<file path="config.mk">
export PLATFORM = sky130hd
export DESIGN_NAME = synth_cfg_rx
export DESIGN_NICKNAME = d
export VERILOG_FILES = /design/src/rtl/synth_cfg_pkg.sv /design/src/rtl/synth_cfg_sync.sv /design/src/rtl/synth_cfg_shift.sv /design/src/rtl/synth_cfg_decode.sv /design/src/rtl/synth_cfg_rx.sv
export SDC_FILE = /design/constraint.sdc
export NUM_CORES = 1
export LEC_CHECK = 0
export ABC_AREA = 1
export BUFFER_PORTS_ARGS = -buffer_cell sky130_fd_sc_hd__buf_2
export CORE_MARGIN = 3
export CORE_UTILIZATION = 55
export CTS_CLUSTER_SIZE = 30
export DETAILED_ROUTE_END_ITERATION = 16
export GPL_TIMING_DRIVEN = 0
export PLACE_DENSITY = 0.75
export SLEW_MARGIN = 10
export SYNTH_ARGS = -nofsm -noshare
export SYNTH_HDL_FRONTEND = slang
export SYNTH_SLANG_ARGS = --single-unit
</file>
<file path="constraint.sdc">
create_clock -name clk -period 2.2 [get_ports clk]
set_input_delay 0.11 -clock clk [delete_from_list [all_inputs] [get_ports clk]]
set_output_delay 0.11 -clock clk [all_outputs]
set_load 0.02 [all_outputs]
</file>
<file path="src/rtl/synth_cfg_pkg.sv">
package synth_cfg_pkg;
    localparam int ADDR_W = 2;

    typedef enum logic [ADDR_W-1:0] {
        TGT_SETTINGS = 2'b00,
        TGT_COUNTERS = 2'b01,
        TGT_REFDIV   = 2'b10,
        TGT_INVALID  = 2'b11
    } cfg_target_e;
endpackage

</file>
<file path="src/rtl/synth_cfg_sync.sv">
module synth_cfg_sync #(
    parameter int               LINES   = 3,
    parameter int               STAGES  = 2,
    parameter logic [LINES-1:0] RST_VAL = '0
) (
    input  logic             clk,
    input  logic             rst,
    input  logic [LINES-1:0] din,
    output logic [LINES-1:0] level,
    output logic [LINES-1:0] rise
);
    localparam int PIPE_W = STAGES + 1;

    for (genvar l = 0; l < LINES; l++) begin : g_line
        logic [PIPE_W-1:0] pipe_d, pipe_q;

        always_comb begin
            pipe_d = {pipe_q[PIPE_W-2:0], din[l]};
        end

        always_ff @(posedge clk) begin
            if (rst) pipe_q <= {PIPE_W{RST_VAL[l]}};
            else     pipe_q <= pipe_d;
        end

        assign level[l] = pipe_q[STAGES-1];
        assign rise[l]  = pipe_q[STAGES-1] & ~pipe_q[STAGES];
    end
endmodule

</file>
<file path="src/rtl/synth_cfg_shift.sv">
module synth_cfg_shift #(
    parameter int SR_W  = 24,
    parameter int CNT_W = $clog2(SR_W + 1)
) (
    input  logic             clk,
    input  logic             rst,
    input  logic             bit_stb,
    input  logic             bit_val,
    input  logic             frame_end,
    output logic [SR_W-1:0]  sr_o,
    output logic [CNT_W-1:0] cnt_o
);
    localparam logic [CNT_W-1:0] CNT_MAX = CNT_W'(SR_W);

    typedef struct packed {
        logic [SR_W-1:0]  sr;
        logic [CNT_W-1:0] cnt;
    } shift_st_t;

    shift_st_t st_d, st_q;

    always_comb begin
        st_d = st_q;
        if (frame_end) begin
            st_d.cnt = '0;
        end else if (bit_stb) begin
            st_d.sr = {st_q.sr[SR_W-2:0], bit_val};
            if (st_q.cnt != CNT_MAX) st_d.cnt = st_q.cnt + 1'b1;
        end
    end

    always_ff @(posedge clk) begin
        if (rst) st_q <= '0;
        else     st_q <= st_d;
    end

    assign sr_o  = st_q.sr;
    assign cnt_o = st_q.cnt;

    AST_CNT_BOUNDED: assert property (@(posedge clk) disable iff (rst)
        st_q.cnt <= CNT_MAX);
    AST_CNT_CLEARED: assert property (@(posedge clk) disable iff (rst)
        frame_end |=> (st_q.cnt == '0));
endmodule

</file>
<file path="src/rtl/synth_cfg_decode.sv">
module synth_cfg_decode
    import synth_cfg_pkg::*;
#(
    parameter int SR_W  = 24,
    parameter int CNT_W = $clog2(SR_W + 1),
    parameter int SET_W = 14,
    parameter int REF_W = 16,
    parameter int N_W   = 14,
    parameter int A_W   = 7
) (
    input  logic             clk,
    input  logic             rst,
    input  logic             frame_end,
    input  logic [SR_W-1:0]  sr,
    input  logic [CNT_W-1:0] cnt,
    output logic [SET_W-1:0] set_o,
    output logic [REF_W-1:0] ref_o,
    output logic [N_W-1:0]   n_o,
    output logic [A_W-1:0]   a_o,
    output logic             upd_set_o,
    output logic             upd_ref_o,
    output logic             upd_cnt_o,
    output logic             err_o
);
    localparam int PAY_W = SR_W - ADDR_W;
    localparam logic [CNT_W-1:0] SET_LEN = CNT_W'(SET_W + ADDR_W);
    localparam logic [CNT_W-1:0] REF_LEN = CNT_W'(REF_W + ADDR_W);
    localparam logic [CNT_W-1:0] CTR_LEN = CNT_W'(N_W + A_W + ADDR_W);
    localparam logic [CNT_W-1:0] MIN_LEN = CNT_W'(ADDR_W);

    typedef struct packed {
        logic [SET_W-1:0] set;
        logic [REF_W-1:0] refd;
        logic [N_W-1:0]   n;
        logic [A_W-1:0]   a;
        logic             upd_set;
        logic             upd_ref;
        logic             upd_cnt;
        logic             err;
    } dec_st_t;

    dec_st_t     st_d, st_q;
    logic [PAY_W-1:0] payload;
    cfg_target_e target;

    assign payload = sr[SR_W-1:ADDR_W];
    assign target  = cfg_target_e'(sr[ADDR_W-1:0]);

    always_comb begin
        st_d         = st_q;
        st_d.upd_set = 1'b0;
        st_d.upd_ref = 1'b0;
        st_d.upd_cnt = 1'b0;
        st_d.err     = 1'b0;
        if (frame_end) begin
            if (cnt < MIN_LEN) begin
                st_d.err = 1'b1;
            end else begin
                unique case (target)
                    TGT_SETTINGS: begin
                        if (cnt >= SET_LEN) begin
                            st_d.set     = payload[SET_W-1:0];
                            st_d.upd_set = 1'b1;
                        end else st_d.err = 1'b1;
                    end
                    TGT_REFDIV: begin
                        if (cnt >= REF_LEN) begin
                            st_d.refd    = payload[REF_W-1:0];
                            st_d.upd_ref = 1'b1;
                        end else st_d.err = 1'b1;
                    end
                    TGT_COUNTERS: begin
                        if (cnt >= CTR_LEN) begin
                            st_d.n       = payload[A_W +: N_W];
                            st_d.a       = payload[A_W-1:0];
                            st_d.upd_cnt = 1'b1;
                        end else st_d.err = 1'b1;
                    end
                    default: st_d.err = 1'b1;
                endcase
            end
        end
    end

    always_ff @(posedge clk) begin
        if (rst) st_q <= '0;
        else     st_q <= st_d;
    end

    assign set_o     = st_q.set;
    assign ref_o     = st_q.refd;
    assign n_o       = st_q.n;
    assign a_o       = st_q.a;
    assign upd_set_o = st_q.upd_set;
    assign upd_ref_o = st_q.upd_ref;
    assign upd_cnt_o = st_q.upd_cnt;
    assign err_o     = st_q.err;

    AST_ONE_EVENT: assert property (@(posedge clk) disable iff (rst)
        $onehot0({st_q.upd_set, st_q.upd_ref, st_q.upd_cnt, st_q.err}));
    AST_PULSE_SINGLE: assert property (@(posedge clk) disable iff (rst)
        (st_q.upd_set || st_q.upd_ref || st_q.upd_cnt || st_q.err) |=>
        !(st_q.upd_set || st_q.upd_ref || st_q.upd_cnt || st_q.err));
    AST_ERR_NO_WRITE: assert property (@(posedge clk) disable iff (rst)
        st_q.err |-> ($stable(st_q.set) && $stable(st_q.refd)
                      && $stable(st_q.n) && $stable(st_q.a)));
    AST_SET_HOLD: assert property (@(posedge clk) disable iff (rst)
        !st_q.upd_set |-> $stable(st_q.set));
    AST_CNT_HOLD: assert property (@(posedge clk) disable iff (rst)
        !st_q.upd_cnt |-> ($stable(st_q.n) && $stable(st_q.a)));
endmodule

</file>
<file path="src/rtl/synth_cfg_rx.sv">
module synth_cfg_rx #(
    parameter int SYNC_STAGES = 2,
    parameter int SR_W        = 24,
    parameter int SET_W       = 14,
    parameter int REF_W       = 16,
    parameter int N_W         = 14,
    parameter int A_W         = 7
) (
    input  logic             clk,
    input  logic             rst,
    input  logic             ser_clk,
    input  logic             ser_dat,
    input  logic             ser_en,
    output logic [SET_W-1:0] settings_o,
    output logic [REF_W-1:0] ref_div_o,
    output logic [N_W-1:0]   main_cnt_o,
    output logic [A_W-1:0]   swallow_cnt_o,
    output logic             set_upd_o,
    output logic             ref_upd_o,
    output logic             cnt_upd_o,
    output logic             frame_err_o
);
    localparam int CNT_W   = $clog2(SR_W + 1);
    localparam int L_CLK   = 0;
    localparam int L_DAT   = 1;
    localparam int L_EN    = 2;

    logic [2:0]       lvl, rise;
    logic             bit_stb, frame_end;
    logic [SR_W-1:0]  sr;
    logic [CNT_W-1:0] cnt;

    synth_cfg_sync #(
        .LINES   (3),
        .STAGES  (SYNC_STAGES),
        .RST_VAL (3'b100)
    ) u_sync (
        .clk   (clk),
        .rst   (rst),
        .din   ({ser_en, ser_dat, ser_clk}),
        .level (lvl),
        .rise  (rise)
    );

    assign bit_stb   = rise[L_CLK] & ~lvl[L_EN];
    assign frame_end = rise[L_EN];

    synth_cfg_shift #(.SR_W(SR_W), .CNT_W(CNT_W)) u_shift (
        .clk       (clk),
        .rst       (rst),
        .bit_stb   (bit_stb),
        .bit_val   (lvl[L_DAT]),
        .frame_end (frame_end),
        .sr_o      (sr),
        .cnt_o     (cnt)
    );

    synth_cfg_decode #(
        .SR_W (SR_W), .CNT_W (CNT_W), .SET_W (SET_W),
        .REF_W(REF_W), .N_W (N_W), .A_W (A_W)
    ) u_decode (
        .clk       (clk),
        .rst       (rst),
        .frame_end (frame_end),
        .sr        (sr),
        .cnt       (cnt),
        .set_o     (settings_o),
        .ref_o     (ref_div_o),
        .n_o       (main_cnt_o),
        .a_o       (swallow_cnt_o),
        .upd_set_o (set_upd_o),
        .upd_ref_o (ref_upd_o),
        .upd_cnt_o (cnt_upd_o),
        .err_o     (frame_err_o)
    );

    AST_IDLE_NO_SHIFT: assert property (@(posedge clk) disable iff (rst)
        (lvl[L_EN] && !frame_end) |=> $stable(cnt));
    AST_EVENT_AFTER_END: assert property (@(posedge clk) disable iff (rst)
        !frame_end |=> !(set_upd_o || ref_upd_o || cnt_upd_o || frame_err_o));
endmodule

</file>
* After elaboration in Yosys (flattened, before gate mapping) *
Index checks and enable logic that the tools add are counted.

word-level totals
  flip-flop bits (word level) = 91
  input bits = 5
  output and inout port bits = 55
  word-level logic and storage cells = 51

operators by class
  add/sub/neg operators = 1
  $lt $le $gt $ge = 4
  eq/ne operators = 3
  mux-type cells = 8
  bitwise operators = 11
  reduce and logical (&&, ||, !) cells = 11

operators with widths
  kind                                                                    count
  5-bit greater-or-equal comparator (second input constant)               3
  4-bit AND reduction                                                     3
  4-bit OR reduction                                                      3
  1-bit NOT                                                               8
  1-bit 2-to-1 mux                                                        7
  5-bit by 1-bit adder with 5-bit output (second input constant)          1
  5-bit by 2-bit < comparator with 1-bit output (second input constant)   1
  5-bit != test (second input constant)                                   1
  2-bit AND reduction                                                     2
  2-bit OR reduction                                                      2
  1-bit AND                                                               3
  1-bit one-hot mux with 3 select lines                                   1
  2-bit by 1-bit equality test with 1-bit output (second input constant)  1
  2-bit equality test (second input constant)                             1
  2-bit zero test                                                         1

* Depth between registers and ports, before layout *
Gate-level depths: netlist of run 1.

  depth in word-level cells = 4
  mapped depth = 9
  mapped depth without buffers = 9

* Cells and area by module *
From an unflattened synthesis of run 1, not the netlist that was laid out.

second synthesis, totals
  cells, all modules = 482
  area total of the unflattened synthesis = 3664.8 sq um

by module, submodules not included
  module            times used  cells each  area each (sq um)  seq. area each (sq um)
  synth_cfg_decode  1           300         2160.8             1101.1
  synth_cfg_shift   1           146         1208.7             580.6
  synth_cfg_sync    1           34          285.3              180.2
  synth_cfg_rx      1           2           10.0               0.0

* Least setup slack after synthesis of run 1 *
No wires, ideal clock.

  kind = reg2reg
  start point = reg u_shift.st_q, in the netlist u_shift.cnt_o[0]
  end point = reg u_decode.st_q, in the netlist u_decode.a_o[6]
  setup time = 0.115 ns
  data arrival time = 1.231 ns
  data required time = 2.085 ns
  setup slack = 0.854 ns
  cell stages (with the launch flop) = 8
  buffers on the path = 1
  clock period less this slack = 1.346 ns
  cells stage by stage = dfxtp_1 -> ha_1 -> nand2_1 -> nand3_1 -> clkbuf_1 -> nand3_1 -> nand2_1 -> nor2_1

between the ends
  word-level cells in the longest chain between the ends = 3
  elaborated cells between the ends (all ways) = 4
  classes of those cells = order compare: 2; bitwise: 1; reduce/logical: 1

RTL lines
  item                                           line                    RTL
  from (decl)                                    synth_cfg_shift.sv:20   shift_st_t st_d, st_q;
  from (signal assigned)                         synth_cfg_shift.sv:34   else st_q <= st_d;
  5-bit by 2-bit < comparator with 1-bit output  synth_cfg_decode.sv:56  if (cnt < MIN_LEN) begin
  1-bit NOT (no line)                            n/a
  4-bit AND reduction (no line) *                n/a
  to (signal assigned)                           synth_cfg_decode.sv:87  else st_q <= st_d;
  to (decl)                                      synth_cfg_decode.sv:42  dec_st_t st_d, st_q;

Mark *: on every way between the ends. The rest lies on a longest branch, timed or not.
A chain may end at the register's enable or synchronous reset.

* Worst setup path in the final report of run 1 *
  start point = reg u_shift.st_q, in the netlist u_shift.cnt_o[0]
  end point = reg u_decode.st_q, in the netlist u_decode.n_o[0]

Same word-level chain as after synthesis.

==> out/metrics.cfg, run 1 <==
[route]
drt-total-wl_um = 7471
postRouteAntennaNets = 0
drc = 0
wl_per_cell_um = 12.97
via_per_inst = 5.050
vias = 2909
drt_iter0_drc = 170
first_pass_iters = 4

[grt]
grt-ovfl-total = 0
grt.total_usage = 0.2197
antenna_found_initial = 0
grt_max_degree = 15
grt_pass1_wl_um = 12830
grt_pass1_vias = 2723

[power]
p_int_mw = 2.328
power.density_nw_per_um2 = 735.1
combPwrFrac = 0.028
switchingPower_mw = 0.6209
p_leak_nw = 1.841
peakVddDrop_v = 0.0004564
switching_share = 0.2106
pwr-share-seq = 0.564
pwr-share-clk = 0.408

[yosys]
syn_inst = 426
synth_nets = 433
yosysSeqAreaShare = 0.5381
synth_top_area_share = 0.5381
syn_area_um2 = 3386
synth_top_cell_by_area = dfxtp_1
yosysUniqueCellTypes = 24
ys_warn_count = 0
synth.area.top_cells = dfxtp_1 54%, a21oi_1 8.9%, nor2_1 8.2%
syn_area_per_cell_um2 = 7.948
synth_seq_cells = 91

[cells_and_area]
layout-drive-gt1-share = 0.1925
n_antenna_cell = 0
fin_util = 0.6985
multiInputGateArea_um2 = 1274
ff_latch_area_um2 = 1822
syn_to_final_growth_pct = 18.48
final_cells = 576
layout.nets = 506
nFillCells = 509

[job]
drv_cap = 0

[clocking]
numCtsBuffers = 9
clock_latency_ps = 340
cts_root_buffer = clkbuf_8
post_cts_buffers = 0
clockBufferDepth = 2
htreeDepth = 3
cts.sinks = 91
cts_tree = built
cts.clk_slew.worst_paths_ps = 90

[placed_design]
place_ws_ps = 566.5
globalplace.congestion = 0.8308
dpl.cell_count = 557
io_buffers = 59
dpl.hpwl_um = 5358

[sta]
layout_min_cycle_time_ps = 1699
hold_violations = 0
worst_pin_slew_ps = 483.8
rsz0062_at_grt = false
slew_viol_final = 0
timing.final.crit_share = 0.7722
setup_slack_ps = 501.2
clock_skew_ps = 8.199
max_slew_margin = 0.6775
timing.fmax_mhz = 588.6
finalSetupViolations = 0
setup-tns-final_ps = 0

[floorplanning]
fp.dieW_um = 84.46
start_util = 0.5895
core_um2 = 5743
design.die.area_um2 = 7133
die_h_um = 84.46
io_pins = 60
rows = 27

[critical_path]
cp-start-kind = flop
worstPathMaxFanout = 10
crit_path_end_kind = flop
crit_path_max_incr_delay_ps = 390
critPathArrivalTime_ps = 1930
crit_chain = ha_1 > nand2_1 > nand3_1 > clkbuf_1 > nand3_1 > nand2_1 > nor2_1
critPathKind = reg -> reg
required_ps = 2430
cp_slowest_cell = dfxtp_1

[outcome]
outcome = complete, no violations

[worst_hold_path]
hold_class = in -> reg

-- final timing paths --
check | start | slack [ps] | to | cells past startpoint
worst max-delay path | u_shift.cnt_o[0] | 500 | u_decode.n_o[0] | 7
worst min register to register | u_sync.g_line[0].pipe_q[0] | 410 | u_sync.g_line[0].pipe_q[1] | 2
worst max register to register | u_shift.cnt_o[0] | 500 | u_decode.n_o[0] | 7
worst min-delay path | rst | 30 | u_sync.g_line[2].pipe_q[0] | 2
-- kinds of logic after synthesis --
family	after synthesis	share of synthesized area
AND/OR/NAND/NOR	152	0.1936
AO/OA/AOI/OAI	115	0.1700
flip-flops	91	0.5381
buffers and inverters	64	0.08573
XOR/XNOR	2	0.005175
adder cells (fa/ha/maj)	2	0.007390
-- power by group through the flow --
stage / clock, mW / sequential (mW) / combinational (mW)
2_1_floorplan: 0 / 1.70 / 0.0554
3_3_place_gp: 0 / 1.70 / 0.0756
3_5_place_dp: 0 / 1.70 / 0.0766
4_1_cts: 1.21 / 1.66 / 0.0815
5_1_grt: 1.28 / 1.67 / 0.0941
6_report: 1.20 / 1.66 / 0.0820
-- metrics by stage --
step / power (mW) / cell area, um^2 / hold WS, ps
2_1_floorplan: 1.757 / 3386 / 213.8
3_3_place_gp: 1.778 / 3771 / 292.4
3_5_place_dp: 1.780 / 3771 / 296.7
4_1_cts: 2.954 / 4011 / 20.16
5_1_grt: 3.039 / 4011 / 29.60
6_report: 2.949 / 4011 / 25.65
-- cells in the mapped netlist --
library cell / number
xor2_1: 2
nand3b_1: 4
dfxtp_1: 91
buf_1: 3
nor3_4: 1
o21ai_1: 16
nand3_1: 21
ha_1: 2
clkinv_1: 1
nor4_1: 1
or2_2: 3
buf_6: 5
clkbuf_1: 12
buf_4: 2
nor3_1: 1
inv_2: 6
nand2_1: 43
nor2_1: 74
buf_2: 4
inv_1: 31
nor2_4: 2
a21oi_1: 60
nand2_2: 2
o21ai_0: 39
-- final cells by class --
class	count	share of cell area
sequential	91	0.4541
multi-input combinational	271	0.3175
timing repair buffer	62	0.08110
buffer	26	0.03681
inverter	38	0.03556
clock buffer	12	0.03369
tap	72	0.02246
clock inverter	4	0.01871
-- critical path, delay by kind of cell, from the launching register on --
kind / cells / cell delay [ps]
adders and majority gates: 1 / 190
buffers and inverters: 1 / 380
DFF: 1 / 390
and+or+nand+nor: 5 / 630
-- registers in the layout, indices dropped and copies added (netlist names) --
signal                cells
u_shift.sr_o             23
u_decode.ref_o           16
u_decode.n_o             14
u_decode.set_o           14
u_sync.g_line.pipe_q      8
u_decode.a_o              7
u_shift.cnt_o             5
u_decode.err_o            1
u_decode.upd_cnt_o        1
u_decode.upd_ref_o        1
u_decode.upd_set_o        1
-- layer usage --
layer | global-route usage | vias to the layer above | routed length (um)
met5 | 0 | - | 0
met4 | 0.07050 | 0 | 110
met3 | 0.03925 | 11 | 342
met2 | 0.3443 | 65 | 3294
met1 | 0.3095 | 1306 | 3724
li1 | - | 1527 | -
-- cells in the final DEF (no fill, tap or decap), types with 2 or more instances in the layout --
master / instances
buf_6: 5
o21ai_0: 39
buf_4: 2
buf_1: 3
nand3_1: 21
inv_1: 31
or2_2: 3
ha_1: 2
dlygate4sd3_1: 3
nand2_2: 2
xor2_1: 2
clkbuf_8: 9
o21ai_1: 16
a21oi_1: 60
clkbuf_1: 15
bufinv_16: 2
dfxtp_1: 91
clkinvlp_4: 2
nor2_4: 2
nand2_1: 43
inv_2: 6
nor2_1: 74
nand3b_1: 4
buf_2: 63
-- timing repair --
action                                  CTS  global route
hold endpoints to repair                  3             0
gates resized for setup                   0             0
hold buffers                              3             0
endpoints found under the setup margin    0             0
(Power assumes the default switching activity.)
==> run 2, diff against run 1 <==
==> constraint.sdc (replaced) <==
create_clock -name clk -period 1.6 [get_ports clk]
set_input_delay 0.08 -clock clk [delete_from_list [all_inputs] [get_ports clk]]
set_output_delay 0.08 -clock clk [all_outputs]
set_load 0.02 [all_outputs]
==> run 2 against run 1 <==
  * Critical path depth stayed put
  * Utilization is 0.52 points higher
  * Combinational power is 43% higher
  * Sequential power is 38% higher
  * Sequential cell count stayed put
  * Design area is 0.75% higher
  * Global-route usage is 0.21 points higher
  * Worst hold slack better by 380 ps
  * Largest power group unchanged
  * Highest routed layer unchanged
  * First-iteration DRC count is 8.8% higher
==> out/metrics.cfg, run 2 (same netlist as run 1, synthesis figures left out) <==
[cells_and_area]
n_antenna_cell = 0  ; unchanged
final_cells = 578  ; was 576
final_common_cell = dfxtp_1  ; unchanged
mostFrequentLayoutCells = 91 x dfxtp_1, 74 x nor2_1, 66 x buf_2  ; was 91 x dfxtp_1, 74 x nor2_1, 63 x buf_2
fin_util = 0.7037  ; was 0.6985
layout.nets = 508  ; was 506
final_area_um2 = 4041  ; was 4011 um^2
layout-drive-gt1-share = 0.2016  ; was 0.1925
largest_register_ffs = 23  ; unchanged
syn_to_final_growth_pct = 19.36  ; was 18.48%

[power]
switchingPower_mw = 0.8501  ; was 0.6209 mW
power.density_nw_per_um2 = 1003  ; was 735.1 nW/um^2
p_leak_nw = 1.871  ; was 1.841 nW
switching_share = 0.2097  ; was 0.2106
p_int_mw = 3.204  ; was 2.328 mW
pwr-share-clk = 0.407  ; was 0.408
combPwrFrac = 0.029  ; was 0.028
peakVddDrop_v = 0.0006269  ; was 0.0004564 V
pwr-share-seq = 0.565  ; was 0.564

[critical_path]
critPathArrivalTime_ps = 1740  ; was 1930 ps
critPathKind = in -> reg  ; was reg -> reg
crit_path_end_kind = flop  ; unchanged
worstPathMaxFanout = 10  ; unchanged
cp-start-kind = input pin  ; was flop
required_ps = 1880  ; was 2430 ps

[worst_hold_path]
hold_class = reg -> reg  ; was in -> reg

[clocking]
cts_root_buffer = clkbuf_8  ; unchanged
clock_latency_ps = 350  ; was 340 ps
numCtsBuffers = 9  ; unchanged
cts.sinks = 91  ; unchanged
htreeDepth = 3  ; unchanged
clockBufferDepth = 2  ; unchanged
cts_tree = built  ; unchanged
post_cts_buffers = 0  ; unchanged
cts.clk_slew.worst_paths_ps = 90  ; about the same

[grt]
grt-ovfl-total = 0  ; unchanged
grt_pass1_vias = 2748  ; was 2,723
grt_pass1_wl_um = 12940  ; was 12,830 um
grt_max_degree = 15  ; unchanged
antenna_found_initial = 0  ; unchanged
grt.total_usage = 0.2218  ; was 0.2197

[sta]
slew_viol_final = 0  ; unchanged
finalSetupViolations = 0  ; unchanged
max_slew_margin = 0.6780  ; was 0.6775
rsz0062_at_grt = false  ; unchanged
hold_violations = 0  ; unchanged
setup-tns-final_ps = 0  ; unchanged
timing.final.crit_share = 0.9128
worst_pin_slew_ps = 482.9  ; was 483.8 ps
layout_min_cycle_time_ps = 1460
timing.fmax_mhz = 684.7
clock_skew_ps = 9.612  ; was 8.199 ps
hold_slack_ps = 409.7  ; was 25.65 ps

[route]
drt_iter0_drc = 185  ; was 170
first_pass_iters = 4  ; unchanged
wl_per_cell_um = 12.97  ; about the same
drt-total-wl_um = 7497  ; was 7471 um
vias = 2901  ; was 2,909
via_per_inst = 5.019  ; was 5.050
postRouteAntennaNets = 0  ; unchanged
drc = 0  ; unchanged

[floorplanning]
io_pins = 60  ; unchanged
rows = 27  ; unchanged
design.die.area_um2 = 7133  ; unchanged
core_um2 = 5743  ; unchanged
start_util = 0.5895  ; unchanged
fp.dieW_um = 84.46  ; unchanged
die_h_um = 84.46  ; unchanged

[placed_design]
post_dp_cell_area_um2 = 3771  ; unchanged
dpl.cell_count = 557  ; unchanged
dpl.hpwl_um = 5358  ; unchanged
globalplace.congestion = 0.8308  ; unchanged
io_buffers = 59  ; unchanged

[job]
drv_cap = 0  ; unchanged

[outcome]
outcome = complete, no violations  ; unchanged

## run 2: cell types whose count changed in the layout (fill, tap and decap cells not counted)
| cell | change |
|---|---|
| clkbuf_1 | -4 |
| buf_2 | +3 |
| nand3_1 | -1 |
| dlygate4sd3_1 | +2 |
| nand3_2 | +1 |
| clkbuf_2 | +1 |
## run 2: final timing paths
check                                                 from                         end  slack [ps]  cells after the start
worst max-delay path                                   rst             u_shift.sr_o[4]         140                      7
worst min-delay path            u_sync.g_line[0].pipe_q[0]  u_sync.g_line[0].pipe_q[1]         410                      2
worst max register to register            u_shift.cnt_o[4]             u_decode.a_o[1]         150                      7
worst min register to register  u_sync.g_line[0].pipe_q[0]  u_sync.g_line[0].pipe_q[1]         410                      2
## run 2: timing repair
action,4_1_cts,5_1_grt
setup endpoints to repair,15,21
endpoints found under the hold margin,4,0
cloned,0,0
hold buffers,5,0
gates resized for setup,2,8
## run 2: through the flow
| step | total power [mW] | setup slack, ps |
|---|---|---|
| after floorplan | 2.416 | 254.1 |
| after global placement | 2.445 | 24.14 |
| after detailed placement | 2.447 | -33.46 |
| after CTS | 4.065 | 2.570 |
| after global routing | 4.186 | 0.7743 |
| final | 4.054 | 139.6 |
## run 2: critical path, stage by stage
cell	delay, ps
dlygate4sd3_1	520
buf_2	150
inv_1	70
buf_2	200
clkbuf_1	380
o21ai_0	180
a21oi_1	150
## run 2: metal layers
layer / vias up / share of wire / track usage / wire length [um]
met5: - / 0 / 0 / 0
met1: 1290 / 0.49 / 0.3107 / 3697
met3: 9 / 0.049 / 0.03925 / 369
met2: 71 / 0.44 / 0.3501 / 3326
met4: 0 / 0.014 / 0.07050 / 104
li1: 1531 / - / - / -
## run 2: power by group through the flow
stage | Clock, mW | Sequential (mW) | Combinational, mW
after detailed placement | 0 | 2.34 | 0.105
after CTS | 1.66 | 2.29 | 0.116
after floorplan | 0 | 2.34 | 0.0762
after global routing | 1.76 | 2.29 | 0.134
final | 1.65 | 2.29 | 0.117
after global placement | 0 | 2.34 | 0.104
## run 2: layout make-up
type	count	area (um^2)
Buffer	26	152.6
Clock buffer	12	135.1
Clock inverter	4	75.07
Fill cell	500	1702
Inverter	38	142.6
Multi-Input combinational cell	271	1279
Sequential cell	91	1822
Tap cell	72	90.09
Timing Repair Buffer	64	345.3
==> run 3, diff against run 2 <==
--- a/config.mk
+++ b/config.mk
@@ -5,13 +5,14 @@
 export SDC_FILE = /design/constraint.sdc
 export NUM_CORES = 1
 export LEC_CHECK = 0
-export ABC_AREA = 1
+export ABC_AREA = 0
 export BUFFER_PORTS_ARGS = -buffer_cell sky130_fd_sc_hd__buf_2
 export CORE_MARGIN = 3
 export CORE_UTILIZATION = 55
 export CTS_CLUSTER_SIZE = 30
 export DETAILED_ROUTE_END_ITERATION = 16
 export GPL_TIMING_DRIVEN = 0
+export MAX_ROUTING_LAYER = met4
 export PLACE_DENSITY = 0.75
 export SLEW_MARGIN = 10
 export SYNTH_ARGS = -nofsm -noshare
==> run 3 against run 2 <==
  * The run now ends with negative setup slack left
  * Non-clock buffer count is 5 higher
  * Design area is 5.6% higher
  * Global-route usage is 1.2 points higher
  * Sequential cell count stayed put
  * Synthesized cell count is 10% lower
  * Die area is 0.41% higher
  * Worst hold slack worse by 190 ps
  * Clock power is 21% higher
  * Maximum frequency is 13% lower
  * Largest cell class unchanged
  * Highest routed layer unchanged
==> out/metrics.cfg, run 3 <==
[floorplanning]
start_util = 0.5710  ; was 0.5895
design.die.area_um2 = 7163  ; was 7133 um^2
rows = 28  ; was 27
core_um2 = 5956  ; was 5743 um^2
fp.dieW_um = 84.64  ; was 84.46 um
die_h_um = 84.64  ; was 84.46 um
io_pins = 60  ; unchanged

[yosys]
synth_top_area_share = 0.5357  ; was 0.5381
yosysSeqAreaShare = 0.5357  ; was 0.5381
synth.area.top_cells = dfxtp_1 54%, nand2_1 12%, mux2i_1 11%  ; was dfxtp_1 54%, a21oi_1 8.9%, nor2_1 8.2%
synth_top_cell_by_area = dfxtp_1  ; unchanged
async_reset_ff_frac = 0  ; unchanged
yosysMostFrequentCell = nand2_1  ; was dfxtp_1
yosysUniqueCellTypes = 31  ; was 24
synth_common_cells = 106 x nand2_1, 91 x dfxtp_1, 40 x a21oi_1  ; was 91 x dfxtp_1, 74 x nor2_1, 60 x a21oi_1
ys_warn_count = 0  ; unchanged
synth_ff_type = dfxtp_1  ; unchanged
syn_inst = 383  ; was 426
synth_seq_cells = 91  ; unchanged
syn_area_per_cell_um2 = 8.879  ; was 7.948 um^2
synth_nets = 390  ; was 433
synth-edff-count = 0  ; unchanged
syn_area_um2 = 3401  ; was 3386 um^2

[clocking]
cts.sinks = 91  ; unchanged
cts.clk_slew.worst_paths_ps = 90  ; about the same
cts_root_buffer = clkbuf_8  ; unchanged
cts_tree = built  ; unchanged
clockBufferDepth = 2  ; unchanged
numCtsBuffers = 9  ; unchanged
clock_latency_ps = 350  ; about the same
htreeDepth = 3  ; unchanged

[cells_and_area]
syn_to_final_growth_pct = 25.46  ; was 19.36%
mostFrequentLayoutCells = 106 x nand2_1, 83 x dfxtp_1, 58 x buf_2  ; was 91 x dfxtp_1, 74 x nor2_1, 66 x buf_2
largest_register_ffs = 23  ; unchanged
layout-drive-gt1-share = 0.2462  ; was 0.2016
final_common_cell = nand2_1  ; was dfxtp_1
layout.nets = 466  ; was 508
final_area_um2 = 4267  ; was 4041 um^2
n_antenna_cell = 0  ; unchanged

[critical_path]
critPathArrivalTime_ps = 1950  ; was 1740 ps
crit_path_max_incr_delay_ps = 500  ; was 520 ps
cp_num_buf_inv = 1  ; was 5
crit_chain = or3b_4 > or4_4 > buf_16 > mux2i_1  ; was dlygate4sd3_1 > buf_2 > inv_1 > buf_2 > clkbuf_1 > o21ai_0 > a21oi_1
cp-start-kind = flop  ; was input pin
critPathKind = reg -> reg  ; was in -> reg
critPathTopFamily = simple AND/OR/NAND/NOR gates  ; was buffers and inverters
worstPathMaxFanout = 5  ; was 10
crit_path_end_kind = flop  ; unchanged
cp_slowest_cell = or4_4  ; was dlygate4sd3_1
required_ps = 1880  ; about the same

[sta]
hold_violations = 0  ; unchanged
layout_min_cycle_time_ps = 1672  ; was 1460 ps
timing.fmax_mhz = 598.1  ; was 684.7 MHz
hold_slack_ps = 223.6  ; was 409.7 ps
worst_pin_slew_ps = 504.1  ; was 482.9 ps
clock_skew_ps = 7.323  ; was 9.612 ps
max_slew_margin = 0.6639  ; was 0.6780
rsz0062_at_grt = true  ; was false
slew_viol_final = 0  ; unchanged
timing.final.crit_share = 1.045  ; was 0.9128
finalSetupViolations = 13  ; was 0
setup_slack_ps = -72.04  ; was 139.6 ps

[worst_hold_path]
hold_class = in -> reg  ; was reg -> reg

[grt]
grt.total_usage = 0.2334  ; was 0.2218
grt_max_degree = 16  ; was 15
grt_pass1_wl_um = 13000  ; was 12,940 um
antenna_found_initial = 0  ; unchanged
grt_pass1_vias = 2742  ; was 2,748
grt-ovfl-total = 0  ; unchanged

[route]
postRouteAntennaNets = 0  ; unchanged
drc = 0  ; unchanged
first_pass_iters = 4  ; unchanged
vias = 2877  ; was 2,901
drt-total-wl_um = 7963  ; was 7497 um
wl_per_cell_um = 14.80  ; was 12.97 um
drt_iter0_drc = 170  ; was 185
via_per_inst = 5.348  ; was 5.019

[power]
power.total_mw = 4.366  ; was 4.054 mW
peakVddDrop_v = 0.0005933  ; was 0.0006269 V
power.density_nw_per_um2 = 1023  ; was 1003 nW/um^2
p_leak_nw = 1.757  ; was 1.871 nW

[placed_design]
dpl.hpwl_um = 5423  ; was 5358 um
io_buffers = 58  ; was 59
globalplace.congestion = 0.8101  ; was 0.8308
post_dp_cell_area_um2 = 3797  ; was 3771 um^2

[outcome]
violations = negative setup slack
outcome = finished, violations left  ; was complete, no violations

[job]
drv_cap = 0  ; unchanged

==> run 3: cell types whose count changed after synthesis, sizes merged, moves of 4 or more <==
cell    previous run  this run
nor2              76         3
nand2             45       106
mux2i              0        39
o21ai             55        17
inv               37         3
a21oi             60        40
clkbuf            12        25
buf               14         5
nor2b              0         7
nand3b             4         0
==> run 3: path summary, 6_finish.rpt <==
kind	startpoint	to	slack (ps)	cells past startpoint
hold / removal	rst	u_shift.cnt_o[4]	220	3
hold reg to reg	u_sync.g_line[2].pipe_q[0]	u_sync.g_line[2].pipe_q[1]	410	1
setup / recovery	u_sync.g_line[2].pipe_q[2]	u_decode.n_o[3]	-70	4
setup reg to reg	u_sync.g_line[2].pipe_q[2]	u_decode.n_o[3]	-70	4
==> run 3: cells by family (layout without fill, tap and decap cells) <==
kind of cell	Yosys count	in the layout	synth area share
adders and majority gates	2	2	0.007357
buffers and inverters	34	114	0.04341
DFF	91	91	0.5357
and+or+nand+nor	157	157	0.2079
muxes	39	39	0.1148
AOI/OAI and AO/OA	60	60	0.09087
==> run 3: area by class of cell <==
class,count,area (um^2)
plain buffers,23,126.4
clock buffers,10,137.6
clock inverters,5,125.1
fillers,460,1689
inverters,4,15.01
multi-input cells,258,1498
flip-flops and latches,91,1844
well taps,75,93.84
repair buffers,72,426.7
==> run 3: routing by layer <==
metal	wire, um	track usage
met1	3725	0.3033
met4	141	0.09209
met2	3661	0.3594
met5	0	-
met3	435	0.04514
==> run 3: worst register-to-register path, delay by kind of cell, from the launching register on <==
kind | cells | cell delay [ps]
buffers and inverters | 1 | 180
DFF | 1 | 350
and+or+nand+nor | 2 | 900
muxes | 1 | 170
==> run 3: where the power goes <==
group	internal [mW]	total, mW	leakage (nW)	switching, mW
Combinational	0.0322	0.102	0.886	0.0700
Clock	1.23	2.00	0.132	0.768
Sequential	2.26	2.27	0.738	0.00466
==> run 3: metrics by stage <==
step / setup WS (ps) / std cells / utilization / TNS [ps]
finish: -72.04 / 538 / 0.7164 / -476.2
global route: -95.76 / 538 / 0.7164 / -1257
CTS: -140.1 / 534 / 0.6998 / -2946
detailed placement: -423.9 / 516 / 0.6376 / -14940
global placement: -372.4 / 516 / 0.6376 / -14000
floorplan: -191.6 / 383 / - / -1975
==> run 3: timing repair <==
| item | CTS | global route |
|---|---|---|
| endpoints found under the hold margin | 3 | 0 |
| gates cloned | 1 | 1 |
| setup endpoints to repair | 73 | 70 |
| setup buffers | 5 | 4 |
| pin swaps | 2 | 3 |
| gates resized for setup | 18 | 31 |
| hold buffers | 3 | 0 |
